===== config.mk =====
export PLATFORM = sky130hd
export DESIGN_NAME = cpwm_timebase
export DESIGN_NICKNAME = d
export VERILOG_FILES = /design/src/rtl/cpwm_pkg.sv /design/src/rtl/cpwm_prescale.sv /design/src/rtl/cpwm_channel.sv /design/src/rtl/cpwm_evtirq.sv /design/src/rtl/cpwm_timebase.sv
export SDC_FILE = /design/constraint.sdc
export NUM_CORES = 1
export LEC_CHECK = 0
export BUFFER_PORTS_ARGS = -buffer_cell sky130_fd_sc_hd__buf_2
export CORE_MARGIN = 2
export CORE_UTILIZATION = 40
export CTS_BUF_LIST = sky130_fd_sc_hd__clkbuf_2
export DETAILED_ROUTE_END_ITERATION = 8
export PLACE_DENSITY_LB_ADDON = 0.12
export SYNTH_ARGS = -nofsm -noshare
export SYNTH_HDL_FRONTEND = slang
export SYNTH_HIERARCHICAL = 1
export SYNTH_SLANG_ARGS = --single-unit

===== constraint.sdc =====
create_clock -name clk -period 7.9 [get_ports clk]
set_input_delay 1.185 -clock clk [delete_from_list [all_inputs] [get_ports clk]]
set_output_delay 1.185 -clock clk [all_outputs]
set_load 0.02 [all_outputs]

===== src/rtl/cpwm_pkg.sv =====
package cpwm_pkg;

  typedef enum logic {
    DIR_DN = 1'b0,
    DIR_UP = 1'b1
  } dir_e;

  // clocks between ticks for a given divider select
  function automatic int unsigned tick_span(input int unsigned sel);
    return 32'd2 << sel;
  endfunction

endpackage


===== src/rtl/cpwm_prescale.sv =====
module cpwm_prescale
  import cpwm_pkg::*;
#(
  parameter int SELW = 3
) (
  input  logic            clk,
  input  logic            rst_n,
  input  logic            run,
  input  logic [SELW-1:0] div_sel,
  output logic            tick
);
  localparam int DW = 2 ** SELW;

  logic [DW-1:0] div_q;
  logic [DW-1:0] limit;

  assign limit = DW'(tick_span(32'(div_sel)) - 1);
  assign tick  = run && (div_q >= limit);

  always_ff @(posedge clk or negedge rst_n) begin
    if (!rst_n) div_q <= '0;
    else if (!run || tick) div_q <= '0;
    else div_q <= div_q + 1'b1;
  end


  tick_gap_chk: assert property (@(posedge clk) disable iff (!rst_n)
    tick |=> !tick);
endmodule


===== src/rtl/cpwm_channel.sv =====
module cpwm_channel
  import cpwm_pkg::*;
#(
  parameter int              CW        = 12,
  parameter bit              IS_MASTER = 1'b0,
  parameter logic [CW-1:0]   PRD_RST   = 800
) (
  input  logic          clk,
  input  logic          rst_n,
  input  logic          run,
  input  logic          tick,
  input  logic [CW-1:0] prd_sh,
  input  logic          cmp_wr,
  input  logic [CW-1:0] cmp_val,
  input  logic [CW-1:0] phase,
  input  logic          sync_in,
  output logic          sync_out,
  output logic [CW-1:0] cnt,
  output logic          pwm
);
  // next {dir, count} of a triangle counter
  function automatic logic [CW:0] tri_step(input logic [CW-1:0] c,
                                           input dir_e d,
                                           input logic [CW-1:0] p);
    logic [CW-1:0] n;
    if (d == DIR_UP) begin
      n = c + 1'b1;
      return {(n < p), n};
    end
    n = c - 1'b1;
    return {(n == '0), n};
  endfunction

  // output level for a counter position and working compare
  function automatic logic lvl(input logic [CW-1:0] c,
                               input logic [CW-1:0] k,
                               input logic [CW-1:0] p);
    if (k == '0) return 1'b1;
    if (k >= p)  return 1'b0;
    return c >= k;
  endfunction

  logic [CW-1:0] cnt_q, cmp_sh_q, cmp_act_q, prd_act_q;
  dir_e          dir_q;

  logic          at_zero, commit, arrive_zero, sync_take;
  logic [CW-1:0] prd_use;
  logic [CW:0]   nxt;

  assign at_zero     = (cnt_q == '0);
  assign commit      = !run || (tick && at_zero);
  assign arrive_zero = tick && (dir_q == DIR_DN) && (cnt_q == CW'(1));
  assign sync_take   = !IS_MASTER && sync_in;
  assign prd_use     = commit ? prd_sh : prd_act_q;
  assign nxt         = tri_step(cnt_q, dir_q, prd_use);

  generate
    if (IS_MASTER) begin : g_src
      assign sync_out = arrive_zero;
    end else begin : g_pass
      assign sync_out = sync_in;
    end
  endgenerate

  always_ff @(posedge clk or negedge rst_n) begin
    if (!rst_n) begin
      cnt_q     <= '0;
      dir_q     <= DIR_UP;
      cmp_sh_q  <= '1;
      cmp_act_q <= '1;
      prd_act_q <= PRD_RST;
    end else begin
      if (cmp_wr) cmp_sh_q <= cmp_val;
      if (commit) begin
        cmp_act_q <= cmp_sh_q;
        prd_act_q <= prd_sh;
      end
      if (!run) begin
        cnt_q <= '0;
        dir_q <= DIR_UP;
      end else if (tick) begin
        if (sync_take) begin
          cnt_q <= phase;
          dir_q <= DIR_UP;
        end else begin
          cnt_q <= nxt[CW-1:0];
          dir_q <= dir_e'(nxt[CW]);
        end
      end
    end
  end

  assign cnt = cnt_q;
  assign pwm = lvl(cnt_q, cmp_act_q, prd_act_q);


  cnt_step_chk: assert property (@(posedge clk) disable iff (!rst_n)
    (run && tick && !sync_take) |=>
      ((cnt_q == $past(cnt_q) + 1'b1) || (cnt_q == $past(cnt_q) - 1'b1)));

  cnt_hold_chk: assert property (@(posedge clk) disable iff (!rst_n)
    (run && !tick) |=> $stable(cnt_q));

  cmp_commit_chk: assert property (@(posedge clk) disable iff (!rst_n)
    (run && !at_zero) |=> $stable(cmp_act_q));
endmodule


===== src/rtl/cpwm_evtirq.sv =====
module cpwm_evtirq #(
  parameter int EVT_N = 3
) (
  input  logic clk,
  input  logic rst_n,
  input  logic run,
  input  logic evt,
  input  logic clr,
  output logic irq
);
  localparam int EW = $clog2(EVT_N + 1);

  logic [EW-1:0] ev_q;
  logic          irq_q;

  always_ff @(posedge clk or negedge rst_n) begin
    if (!rst_n) begin
      ev_q  <= '0;
      irq_q <= 1'b0;
    end else begin
      if (clr) irq_q <= 1'b0;
      if (!run) ev_q <= '0;
      else if (evt && !irq_q) begin
        if (ev_q == EW'(EVT_N - 1)) begin
          ev_q  <= '0;
          irq_q <= 1'b1;
        end else begin
          ev_q <= ev_q + 1'b1;
        end
      end
    end
  end

  assign irq = irq_q;


  irq_rise_chk: assert property (@(posedge clk) disable iff (!rst_n)
    (!irq_q && !evt) |=> !irq_q);

  irq_hold_chk: assert property (@(posedge clk) disable iff (!rst_n)
    (irq_q && !clr) |=> irq_q);
endmodule


===== src/rtl/cpwm_timebase.sv =====
module cpwm_timebase
  import cpwm_pkg::*;
#(
  parameter int            NCH     = 3,
  parameter int            CW      = 12,
  parameter int            SELW    = 3,
  parameter int            EVT_N   = 3,
  parameter logic [CW-1:0] PRD_RST = 800
) (
  input  logic              clk,
  input  logic              rst_n,
  input  logic              run,
  input  logic [SELW-1:0]   div_sel,
  input  logic              prd_wr,
  input  logic [CW-1:0]     prd_val,
  input  logic [CW-1:0]     phase_val,
  input  logic [NCH-1:0]    cmp_wr,
  input  logic [NCH*CW-1:0] cmp_val,
  input  logic              irq_clr,
  output logic [NCH-1:0]    pwm_out,
  output logic [NCH*CW-1:0] cnt_out,
  output logic              irq
);
  logic          tick;
  logic [CW-1:0] prd_sh_q;
  logic [NCH-1:0] sync_o;

  always_ff @(posedge clk or negedge rst_n) begin
    if (!rst_n) prd_sh_q <= PRD_RST;
    else if (prd_wr) prd_sh_q <= prd_val;
  end

  cpwm_prescale #(.SELW(SELW)) u_presc (
    .clk(clk), .rst_n(rst_n), .run(run), .div_sel(div_sel), .tick(tick)
  );

  generate
    for (genvar g = 0; g < NCH; g++) begin : g_ch
      logic sync_i;
      if (g == 0) begin : g_m
        assign sync_i = 1'b0;
      end else begin : g_s
        assign sync_i = sync_o[g-1];
      end
      cpwm_channel #(.CW(CW), .IS_MASTER(g == 0), .PRD_RST(PRD_RST)) u_ch (
        .clk(clk), .rst_n(rst_n), .run(run), .tick(tick), .prd_sh(prd_sh_q),
        .cmp_wr(cmp_wr[g]), .cmp_val(cmp_val[g*CW +: CW]), .phase(phase_val),
        .sync_in(sync_i), .sync_out(sync_o[g]),
        .cnt(cnt_out[g*CW +: CW]), .pwm(pwm_out[g])
      );
    end
  endgenerate

  cpwm_evtirq #(.EVT_N(EVT_N)) u_irq (
    .clk(clk), .rst_n(rst_n), .run(run), .evt(sync_o[0]), .clr(irq_clr), .irq(irq)
  );


  sync_pass_chk: assert property (@(posedge clk) disable iff (!rst_n)
    sync_o[NCH-1] == sync_o[0]);
  generate
    if (NCH > 1) begin : g_phchk

      slave_phase_chk: assert property (@(posedge clk) disable iff (!rst_n)
        sync_o[0] |=> (cnt_out[CW +: CW] == $past(phase_val)));
    end
  endgenerate
endmodule


* Word-level counts from Yosys, hierarchy flattened
Index checks and enable logic that the tools add are counted.
** Operators by class
- Bitwise logic cells :: 1
- Shift-type cells :: 1
- Reduce and logical (&&, ||, !) cells :: 22
- Order comparisons :: 10
- Multiplexer cells :: 57
- Eq/ne operators :: 4
- $add $sub $neg :: 9
** Operator list (count)
- $mux W12 :: 11
- $logic_not A12 Y1 :: 9
- $mux W13 :: 6
- $ge A12 B12 Y1 :: 6
- $add A12 B1 Y12 const B :: 3
- $lt A12 B12 Y1 :: 3
- $mux W1 :: 36
- $sub A12 B1 Y12 const B :: 3
- $eq A12 B1 Y1 const B :: 1
- $add A8 B1 Y8 const B :: 1
- $ge A8 B8 Y1 :: 1
- $mux W8 :: 1
- $shl A2 B3 Y8 const A :: 1
- $sub A8 B1 Y8 const B :: 1
- $logic_and A1 B1 Y1 :: 7
- $mux W2 :: 3
- $logic_or A1 B1 Y1 :: 4
- $ne A2 B1 Y1 const B :: 2
- $add A2 B1 Y2 const B :: 1
- $eq A2 B2 Y1 const B :: 1
- $logic_not A1 Y1 :: 2
- $not A1 Y1 :: 1
** Word-level totals
- Output and inout port bits :: 40
- Logic and storage cells :: 123
- Flip-flop bits (word level) :: 170

* Longest topological paths before layout
Gate-level depths: netlist of run 1.
- Depth after elaboration :: 13
- Gate-level depth with buffers :: 25
- Gate-level depth less buffers :: 22

* Hierarchy
Netlist of run 1, hierarchy kept.
** By module, submodules not included
- cpwm_channel (g_ch[1].u_ch ...) :: cells an instance 399, times used 2, area each 3619.7 µm²
- cpwm_channel (g_ch[0].u_ch) :: cells an instance 372, times used 1, area each 3429.5 µm²
- cpwm_prescale :: cells an instance 68, times used 1, area each 628.1 µm²
- cpwm_timebase :: cells an instance 26, times used 1, area each 491.7 µm²
- cpwm_evtirq :: cells an instance 13, times used 1, area each 148.9 µm²

* Worst setup path before layout of run 1
OpenSTA, ideal clock, no wires.
- Kind :: input-to-reg
- Start :: input div_sel[0]
- End :: register g_ch[0].u_ch.dir_q
- Stages :: 23
- Library setup time :: 78 ps
- Required time :: 7822 ps
- Path slack :: 2187 ps
- Arrival :: 5635 ps
- Cell sequence :: or3_1 ha_1 clkbuf_2 xor2_1 nor2_1 a21oi_1 ha_1 nand4_1 nor2_1 o21a_1 buf_2 or3b_1 o41ai_4 buf_2 buf_2 a21oi_1 ha_1 a21o_1 a21o_1 a21oi_1 nor2_1 or3_1 a41oi_2
** Between the ends
- Word-level cells in the longest chain between the ends :: 12
- Elaborated cells on any way between the ends :: 13
- Classes of those cells :: add/sub: 1; order compare: 2; eq/ne: 1; shift: 1; mux: 5; reduce/logical: 3
** Ends and longest elaborated chain
- start, declared :: RTL line cpwm_timebase.sv:13 : input logic [SELW-1:0] div_sel,
- $shl A2 B3 Y8 * :: RTL line cpwm_pkg.sv:10 : return 32'd2 << sel;
- $sub A8 B1 Y8 * :: RTL line cpwm_prescale.sv:17 : assign limit = DW'(tick_span(32'(div_sel)) - 1);
- $ge A8 B8 Y1 * :: RTL line cpwm_prescale.sv:18 : assign tick = run && (div_q >= limit);
- $logic_and A1 B1 Y1 * :: RTL line cpwm_prescale.sv:18
- net tick :: RTL line cpwm_timebase.sv:24 : logic tick;
- $logic_and A1 B1 Y1 :: RTL line cpwm_channel.sv:51 : assign commit = !run || (tick && at_zero);
- $logic_or A1 B1 Y1 :: RTL line cpwm_channel.sv:51
- $mux W12 :: RTL line cpwm_channel.sv:54 : assign prd_use = commit ? prd_sh : prd_act_q;
- $lt A12 B12 Y1 :: RTL line cpwm_channel.sv:28 : return {(n < p), n};
- $mux W13 :: RTL line cpwm_channel.sv:26 : if (d == DIR_UP) begin
- $mux W13 :: RTL line cpwm_channel.sv:30 : n = c - 1'b1;
- $mux W1 :: RTL line cpwm_channel.sv:81 : end else if (tick) begin
- $mux W1 :: RTL line cpwm_channel.sv:78 : if (!run) begin
- end signal, assigned :: RTL line cpwm_channel.sv:87 : dir_q <= dir_e'(nxt[CW]);
- end, declared :: RTL line cpwm_channel.sv:44 : dir_e dir_q;
The timed path passes the listed nets; every way through them passes the cells marked *. The select of a mux whose other input is x is not followed.
A chain may end at the register's enable or synchronous reset.

* Final worst setup path of run 1
Same ends and word-level chain as after synthesis.

==> impl_summary.log, run 1 <==
INFO  metric cts_made_buffers = 17
INFO  metric quantity_of_hold_fixing_buffers_added_after_cts = 0
INFO  metric p_per_area = 144 nW/um^2
INFO  metric drt.antenna.violating_nets = 0
INFO  metric die_area = 31200 sq um
INFO  metric antenna_found_initial = 1
INFO  metric worst_hold_slack = 394 ps
INFO  metric chipHeight = 177 um
INFO  metric chip_width = 177 um
INFO  metric ios = 111
INFO  metric finalNetCount = 1540
INFO  metric timing.final.max_slew_violations = 0
INFO  metric number_of_standard_cells_after_synthesis = 1275
INFO  metric viasPerCell = 5.32
INFO  metric synth_fp_nets = 1473
INFO  metric max_slew_margin = 25.3%
INFO  metric clock_tree.htree_level_count = 4
INFO  metric critical_path_required = 8620 ps
INFO  metric mappedNetlistArea = 11900 sq um
INFO  metric final_weighted_congestion_in_routability_driven_placement = 0.887
INFO  metric place_hpwl = 22700 um
INFO  metric hold_violations = 0
INFO  metric clock_pin_slew_on_the_worst_setup_and_hold_paths = 270 ps
INFO  metric cts_max_path_buffers = 2
INFO  metric maxCapViolCount = 0
INFO  metric layout-drive-gt1-share = 24.8%
INFO  metric drt-wirelength-per-cell = 17.7 um
INFO  metric run_status = completed
INFO  metric area_growth_syn_to_layout = 8.21%
INFO  metric grt_util_all_layers = 20.3%
INFO  metric tritoncts_clock_tree = built
INFO  metric starting_drt_drc_count = 649
INFO  metric final_report_setup_violation_count = 0
INFO  metric clk-insertion-delay-late = 770 ps
INFO  metric largest_net_degree_at_the_start_of_global_routing = 69
INFO  metric clock-root-buffer = sky130_fd_sc_hd__clkbuf_2
INFO  metric port_buffers = 110
INFO  metric core_region_area = 29500 sq um
INFO  metric floorplan.rows = 63
INFO  metric worstSetupStartpointType = primary input
INFO  metric slew_at_the_pin_closest_to_its_max_slew_limit = 1120 ps
INFO  metric met2WireLength = 14000 um
INFO  metric leakage = 0.00617 uW
INFO  metric postCtsSetupBuffers = 0
INFO  metric routed_wire_length = 30800 um
INFO  metric fill_cells = 2937
INFO  metric vdd.ir_drop.worst = 0.0000777 V
INFO  metric syn_area_per_cell = 9.35 sq um
INFO  metric wl_met1 = 15200 um
INFO  metric unrepaired_setup_endpoints_after_global_routing = no
INFO  metric synth.yosys.warnings = 6
INFO  metric cts.sink_count = 170
INFO  metric detail_route.drc_violations = 0
INFO  metric drtPass1Iterations = 5
INFO  metric cts_resized = 0
INFO  metric setup.worst_path.end_class = register
INFO  metric type_of_the_tightest_min_delay_check = primary input to async pin
INFO  metric setup_total_negative_slack = 0 ps
INFO  metric clock-skew-final = 40.2 ps
INFO  metric detailroute.via_count = 9295
INFO  metric number_of_global_route_vias_before_repair = 9069
INFO  metric global_route.overflow_total = 0
INFO  metric worstSetupPathType = primary input to register
INFO  metric clock.fmax = 0.186 GHz
INFO  metric grt_first_pass_wirelength = 49700 um
INFO  metric layout_min_cycle_time = 5360 ps
INFO  metric data_arrival_time_of_the_critical_path = 6090 ps
INFO  metric wl_met3 = 1250 um
INFO  metric critical_path_peak_fanout = 47
INFO  metric final.period_utilization = 67.9%
INFO  metric route.top_layer_used = met4
INFO  metric initial_core_util = 40.5%
==> worst max-delay path, cell delays in order <==
cell                      delay [ps]
sky130_fd_sc_hd__buf_2           140
sky130_fd_sc_hd__or3_1           390
sky130_fd_sc_hd__ha_1            280
sky130_fd_sc_hd__xor2_1          170
sky130_fd_sc_hd__nor2_1          110
sky130_fd_sc_hd__a21oi_1          60
sky130_fd_sc_hd__ha_1            360
sky130_fd_sc_hd__nand4_1         170
sky130_fd_sc_hd__nor2_1          120
sky130_fd_sc_hd__o21a_2          290
sky130_fd_sc_hd__or3b_1          440
sky130_fd_sc_hd__o41ai_4         330
sky130_fd_sc_hd__buf_4           430
sky130_fd_sc_hd__nor2_1           80
sky130_fd_sc_hd__a21oi_1         170
sky130_fd_sc_hd__ha_1            280
sky130_fd_sc_hd__a21o_1          160
sky130_fd_sc_hd__a21o_1          160
sky130_fd_sc_hd__a21oi_1         140
sky130_fd_sc_hd__nor2_1           50
sky130_fd_sc_hd__or3_1           360
sky130_fd_sc_hd__a41oi_2         180
==> sequential cells by signal, indices dropped and copies added (netlist names) <==
signal / flops
g_ch.u_ch/cmp_act_q: 36
u_presc/div_q: 8
g_ch.u_ch/dir_q: 3
u_irq/irq: 1
g_ch.u_ch/prd_act_q: 36
prd_sh_q: 12
u_irq/ev_q: 2
g_ch.u_ch/cmp_sh_q: 36
g_ch.u_ch/cnt: 36
==> final timing paths <==
path,slack [ps],from,cells past startpoint,end
worst max-delay path,2540,div_sel[0],22,g_ch[0].u_ch/dir_q
worst min-delay path,390,rst_n,1,g_ch[1].u_ch/prd_act_q[11]
worst max register to register,3600,u_presc/div_q[3],17,g_ch[0].u_ch/dir_q
worst min register to register,490,g_ch[1].u_ch/cmp_sh_q[1],2,g_ch[1].u_ch/cmp_act_q[1]
max in group asynchronous,6240,rst_n,2,g_ch[2].u_ch/prd_act_q[2]
min in group clk,490,g_ch[1].u_ch/cmp_sh_q[1],2,g_ch[1].u_ch/cmp_act_q[1]
==> area by class of cell <==
class	count	area, sq um	area share (%)
diodes	1	2.50	0.0194
clock buffers	19	95.1	0.737
well taps	390	488	3.78
inverters	126	473	3.66
flip-flops and latches	170	4360	33.8
multi-input cells	910	6750	52.3
clock inverters	13	128	0.989
repair buffers	117	609	4.72
==> per-stage QoR <==
stage / util [%] / area (sq um) / cells / power [uW] / setup slack (ps)
3_5_place_dp: 43.0 / 12700 / 1713 / 1410 / 1730
5_1_grt: 43.8 / 12900 / 1746 / 1990 / 2250
4_1_cts: 43.8 / 12900 / 1745 / 1890 / 2610
6_report: 43.8 / 12900 / 1746 / 1860 / 2540
3_3_place_gp: 43.0 / 12700 / 1713 / 1400 / 1840
2_1_floorplan: - / 11900 / 1275 / 1280 / 2190
==> cells in the final DEF (no fill, tap or decap), types with 20 or more instances in the layout <==
cell type / instances
sky130_fd_sc_hd__a21o_1: 21
sky130_fd_sc_hd__a21oi_1: 55
sky130_fd_sc_hd__and2_1: 22
sky130_fd_sc_hd__buf_2: 109
sky130_fd_sc_hd__dfrtp_1: 83
sky130_fd_sc_hd__dfstp_2: 87
sky130_fd_sc_hd__ha_1: 127
sky130_fd_sc_hd__inv_1: 117
sky130_fd_sc_hd__mux2_2: 38
sky130_fd_sc_hd__nand2_1: 108
sky130_fd_sc_hd__nand3_1: 32
sky130_fd_sc_hd__nand4_1: 23
sky130_fd_sc_hd__nor2_1: 53
sky130_fd_sc_hd__nor2b_1: 23
sky130_fd_sc_hd__nor3_1: 20
sky130_fd_sc_hd__nor4_1: 23
sky130_fd_sc_hd__o21a_1: 20
sky130_fd_sc_hd__o21ai_0: 82
sky130_fd_sc_hd__xnor2_1: 32
sky130_fd_sc_hd__xor2_1: 26
==> per-layer routing <==
metal,track usage (%),vias to the layer above
li1,-,4615
met1,29.3,4464
met2,31.9,199
met3,3.09,17
met4,4.65,0
met5,0,-
==> where the power goes <==
part / total [uW] / switching, uW / leakage [uW] / internal, uW
Sequential: 1040 / 57.6 / 0.00200 / 981
Clock: 466 / 321 / 0.000141 / 145
Combinational: 353 / 196 / 0.00403 / 157
Total: 1860 / 575 / 0.00617 / 1280
Note: power is estimated with default switching activity, not from simulation.
==> run 2, diff against run 1 <==
Clock period 7.9 ns to 4.8 ns, I/O delays scaled along.
==> impl_summary.log, run 2 (synthesized netlist as in run 1, its figures left out) <==
INFO  metric vdd.ir_drop.worst = 0.000180 V (+130%)
INFO  metric final_report_setup_violation_count = 0 (unchanged)
INFO  metric placement.setup.worst_slack = -173 ps (-1900 ps)
INFO  metric floorplan.rows = 63 (unchanged)
INFO  metric critical_path_peak_fanout = 21 (-55%)
INFO  metric hold_start = cmp_val[18]
INFO  metric starting_drt_drc_count = 597 (-8.0%)
INFO  metric routed_wire_length = 30600 um (-0.63%)
INFO  metric most-common-layout-cells = sky130_fd_sc_hd__ha_1 (126), sky130_fd_sc_hd__inv_1 (117), sky130_fd_sc_hd__buf_2 (109)
INFO  metric clock-skew-final = 51.8 ps (+11.6 ps)
INFO  metric finalNetCount = 1565 (+1.6%)
INFO  metric drt-wirelength-per-cell = 17.3 um (-2.1%)
INFO  metric viasPerCell = 5.36 (+0.64%)
INFO  metric clock.fmax = 0.239 GHz
INFO  metric hold_violations = 0 (unchanged)
INFO  metric chip_width = 177 um (unchanged)
INFO  metric detailroute.via_count = 9494 (+2.1%)
INFO  metric die_area = 31200 sq um (unchanged)
INFO  metric grt_first_pass_wirelength = 50000 um (+0.57%)
INFO  metric setup_total_negative_slack = 0 ps (unchanged)
INFO  metric cts.sink_count = 170 (unchanged)
INFO  metric design_power_total = 3390 uW (+83%)
INFO  metric clock_tree.htree_level_count = 4 (unchanged)
INFO  metric timing.final.max_slew_violations = 0 (unchanged)
INFO  metric type_of_the_tightest_min_delay_check = primary input to register
INFO  metric leakage = 0.00638 uW (+3.4%)
INFO  metric area_growth_syn_to_layout = 11.7%
INFO  metric port_buffers = 110 (unchanged)
INFO  metric chipHeight = 177 um (unchanged)
INFO  metric run_status = completed
INFO  metric clk-insertion-delay-late = 790 ps (+20 ps)
INFO  metric cts_max_path_buffers = 2 (unchanged)
INFO  metric core_region_area = 29500 sq um (unchanged)
INFO  metric drt.antenna.violating_nets = 0 (unchanged)
INFO  metric number_of_global_route_vias_before_repair = 9151 (+0.90%)
INFO  metric antenna_found_initial = 2 (+1)
INFO  metric max_slew_margin = 43.2% (+18 points)
INFO  metric fill_cells = 2953 (+0.54%)
INFO  metric final.period_utilization = 87.3%
INFO  metric global_route.overflow_total = 0 (unchanged)
INFO  metric crit_path_start = div_sel[0]
INFO  metric slew_at_the_pin_closest_to_its_max_slew_limit = 852 ps (-265 ps)
INFO  metric grt_util_all_layers = 20.3% (+0.051 points)
INFO  metric detail_route.drc_violations = 0 (unchanged)
INFO  metric layout-drive-gt1-share = 26.4% (+1.7 points)
INFO  metric layout_commonest_cell = sky130_fd_sc_hd__ha_1
INFO  metric data_arrival_time_of_the_critical_path = 4930 ps (-1160 ps)
INFO  metric largest_net_degree_at_the_start_of_global_routing = 84 (+22%)
INFO  metric timing.rr.start = u_presc/div_q[3]
INFO  metric cts_made_buffers = 17 (unchanged)
INFO  metric drtPass1Iterations = 5 (unchanged)
INFO  metric worstSetupPathType = primary input to register
INFO  metric critical_path_required = 5540 ps (-3080 ps)
INFO  metric tritoncts_clock_tree = built
INFO  metric initial_core_util = 40.5% (unchanged)
INFO  metric p_per_area = 255 nW/um^2 (+77%)
INFO  metric unrepaired_setup_endpoints_after_global_routing = no
INFO  metric place_hpwl = 22800 um (+0.59%)
INFO  metric finalCoreUtilization = 45.2% (+1.4 points)
INFO  metric clock_pin_slew_on_the_worst_setup_and_hold_paths = 260 ps (about the same)
INFO  metric worstSetupStartpointType = primary input
INFO  metric setup.worst_path.end_class = register
INFO  metric layout_min_cycle_time = 4190 ps
INFO  metric ios = 111 (unchanged)
INFO  metric timing.final.ws_setup = 611 ps (-1920 ps)
INFO  metric clock-root-buffer = sky130_fd_sc_hd__clkbuf_2
INFO  metric final_weighted_congestion_in_routability_driven_placement = 0.871 (-1.7%)
INFO  metric maxCapViolCount = 0 (unchanged)
INFO  metric cts_resized = 0 (unchanged)
==> run 2: cell types whose count changed in the layout (fill, tap and decap cells not counted), moves of 2 or more <==
| cell | before | now |
|---|---|---|
| sky130_fd_sc_hd__dlygate4sd3_1 | 0 | 2 |
| sky130_fd_sc_hd__clkinv_1 | 4 | 2 |
| sky130_fd_sc_hd__inv_4 | 2 | 0 |
| sky130_fd_sc_hd__bufinv_16 | 2 | 8 |
| sky130_fd_sc_hd__buf_4 | 7 | 26 |
| sky130_fd_sc_hd__buf_12 | 0 | 4 |
==> run 2: worst max-delay path, cell delays in order <==
cell and delay, ps:
sky130_fd_sc_hd__buf_2 110, sky130_fd_sc_hd__or3_4 400, sky130_fd_sc_hd__ha_4 190, sky130_fd_sc_hd__xor2_1 140, sky130_fd_sc_hd__nor2_1 80, sky130_fd_sc_hd__a21oi_1 50
sky130_fd_sc_hd__ha_1 340, sky130_fd_sc_hd__nand4_1 180, sky130_fd_sc_hd__nor2_1 150, sky130_fd_sc_hd__o21a_2 130, sky130_fd_sc_hd__or3b_4 400, sky130_fd_sc_hd__o41ai_4 280
sky130_fd_sc_hd__buf_12 200, sky130_fd_sc_hd__buf_4 140, sky130_fd_sc_hd__nor2_1 40, sky130_fd_sc_hd__a21oi_1 180, sky130_fd_sc_hd__ha_1 270, sky130_fd_sc_hd__o21a_1 110
sky130_fd_sc_hd__o21ai_1 130, sky130_fd_sc_hd__a311oi_1 60, sky130_fd_sc_hd__or3_1 420, sky130_fd_sc_hd__a41oi_2 190
==> run 2: report_power, final <==
part	switching, uW	internal (uW)	total [uW]
sequential	94.0	1620	1710
clock	524	553	1080
combinational	330	278	608
total	948	2450	3390
==> run 2: cell type report <==
type	count	area, sq um	area share [%]
antenna	2	5.00	0.0376
clock buffer	19	95.1	0.714
clock inverter	13	272	2.04
inverter	126	473	3.55
multi-input combinational	910	6770	50.8
sequential	170	4360	32.8
tap	390	488	3.66
timing repair buffer	142	852	6.40
==> run 2: timing repair <==
action                                 in CTS  in global routing
buffers inserted                            0                  0
endpoints found under the hold margin      54                  0
hold buffers                                2                  0
setup endpoints to repair                   0                  0
==> run 2: through the flow <==
| stage | hold WS, ps | instances | area [sq um] |
|---|---|---|---|
| finish | 158 | 1772 | 13300 |
| global route | 18.7 | 1772 | 13300 |
| CTS | 54.1 | 1770 | 13300 |
| detailed placement | 473 | 1736 | 12900 |
| global placement | 469 | 1736 | 12900 |
| floorplan | 424 | 1275 | 12000 |
==> run 2: routing by layer <==
layer / wire length (um) / part of all wire, % / track usage, % / up-vias
met5: 0 / 0 / 0 / -
met4: 204 / 0.67 / 3.44 / 0
met3: 1230 / 4.0 / 3.46 / 9
met2: 14300 / 47 / 32.4 / 214
met1: 14900 / 49 / 29.3 / 4589
li1: - / - / - / 4682
==> run 2: final timing paths <==
| path | to | slack [ps] | cells past startpoint |
|---|---|---|---|
| max | g_ch[0].u_ch/dir_q | 610 | 22 |
| min in group asynchronous | g_ch[0].u_ch/cnt[0] | 530 | 2 |
| min reg2reg | g_ch[0].u_ch/cmp_act_q[11] | 470 | 2 |
| min | g_ch[1].u_ch/cmp_sh_q[6] | 160 | 2 |
| max reg2reg | g_ch[0].u_ch/dir_q | 1050 | 17 |
| max in group asynchronous | g_ch[0].u_ch/cmp_act_q[1] | 3230 | 3 |
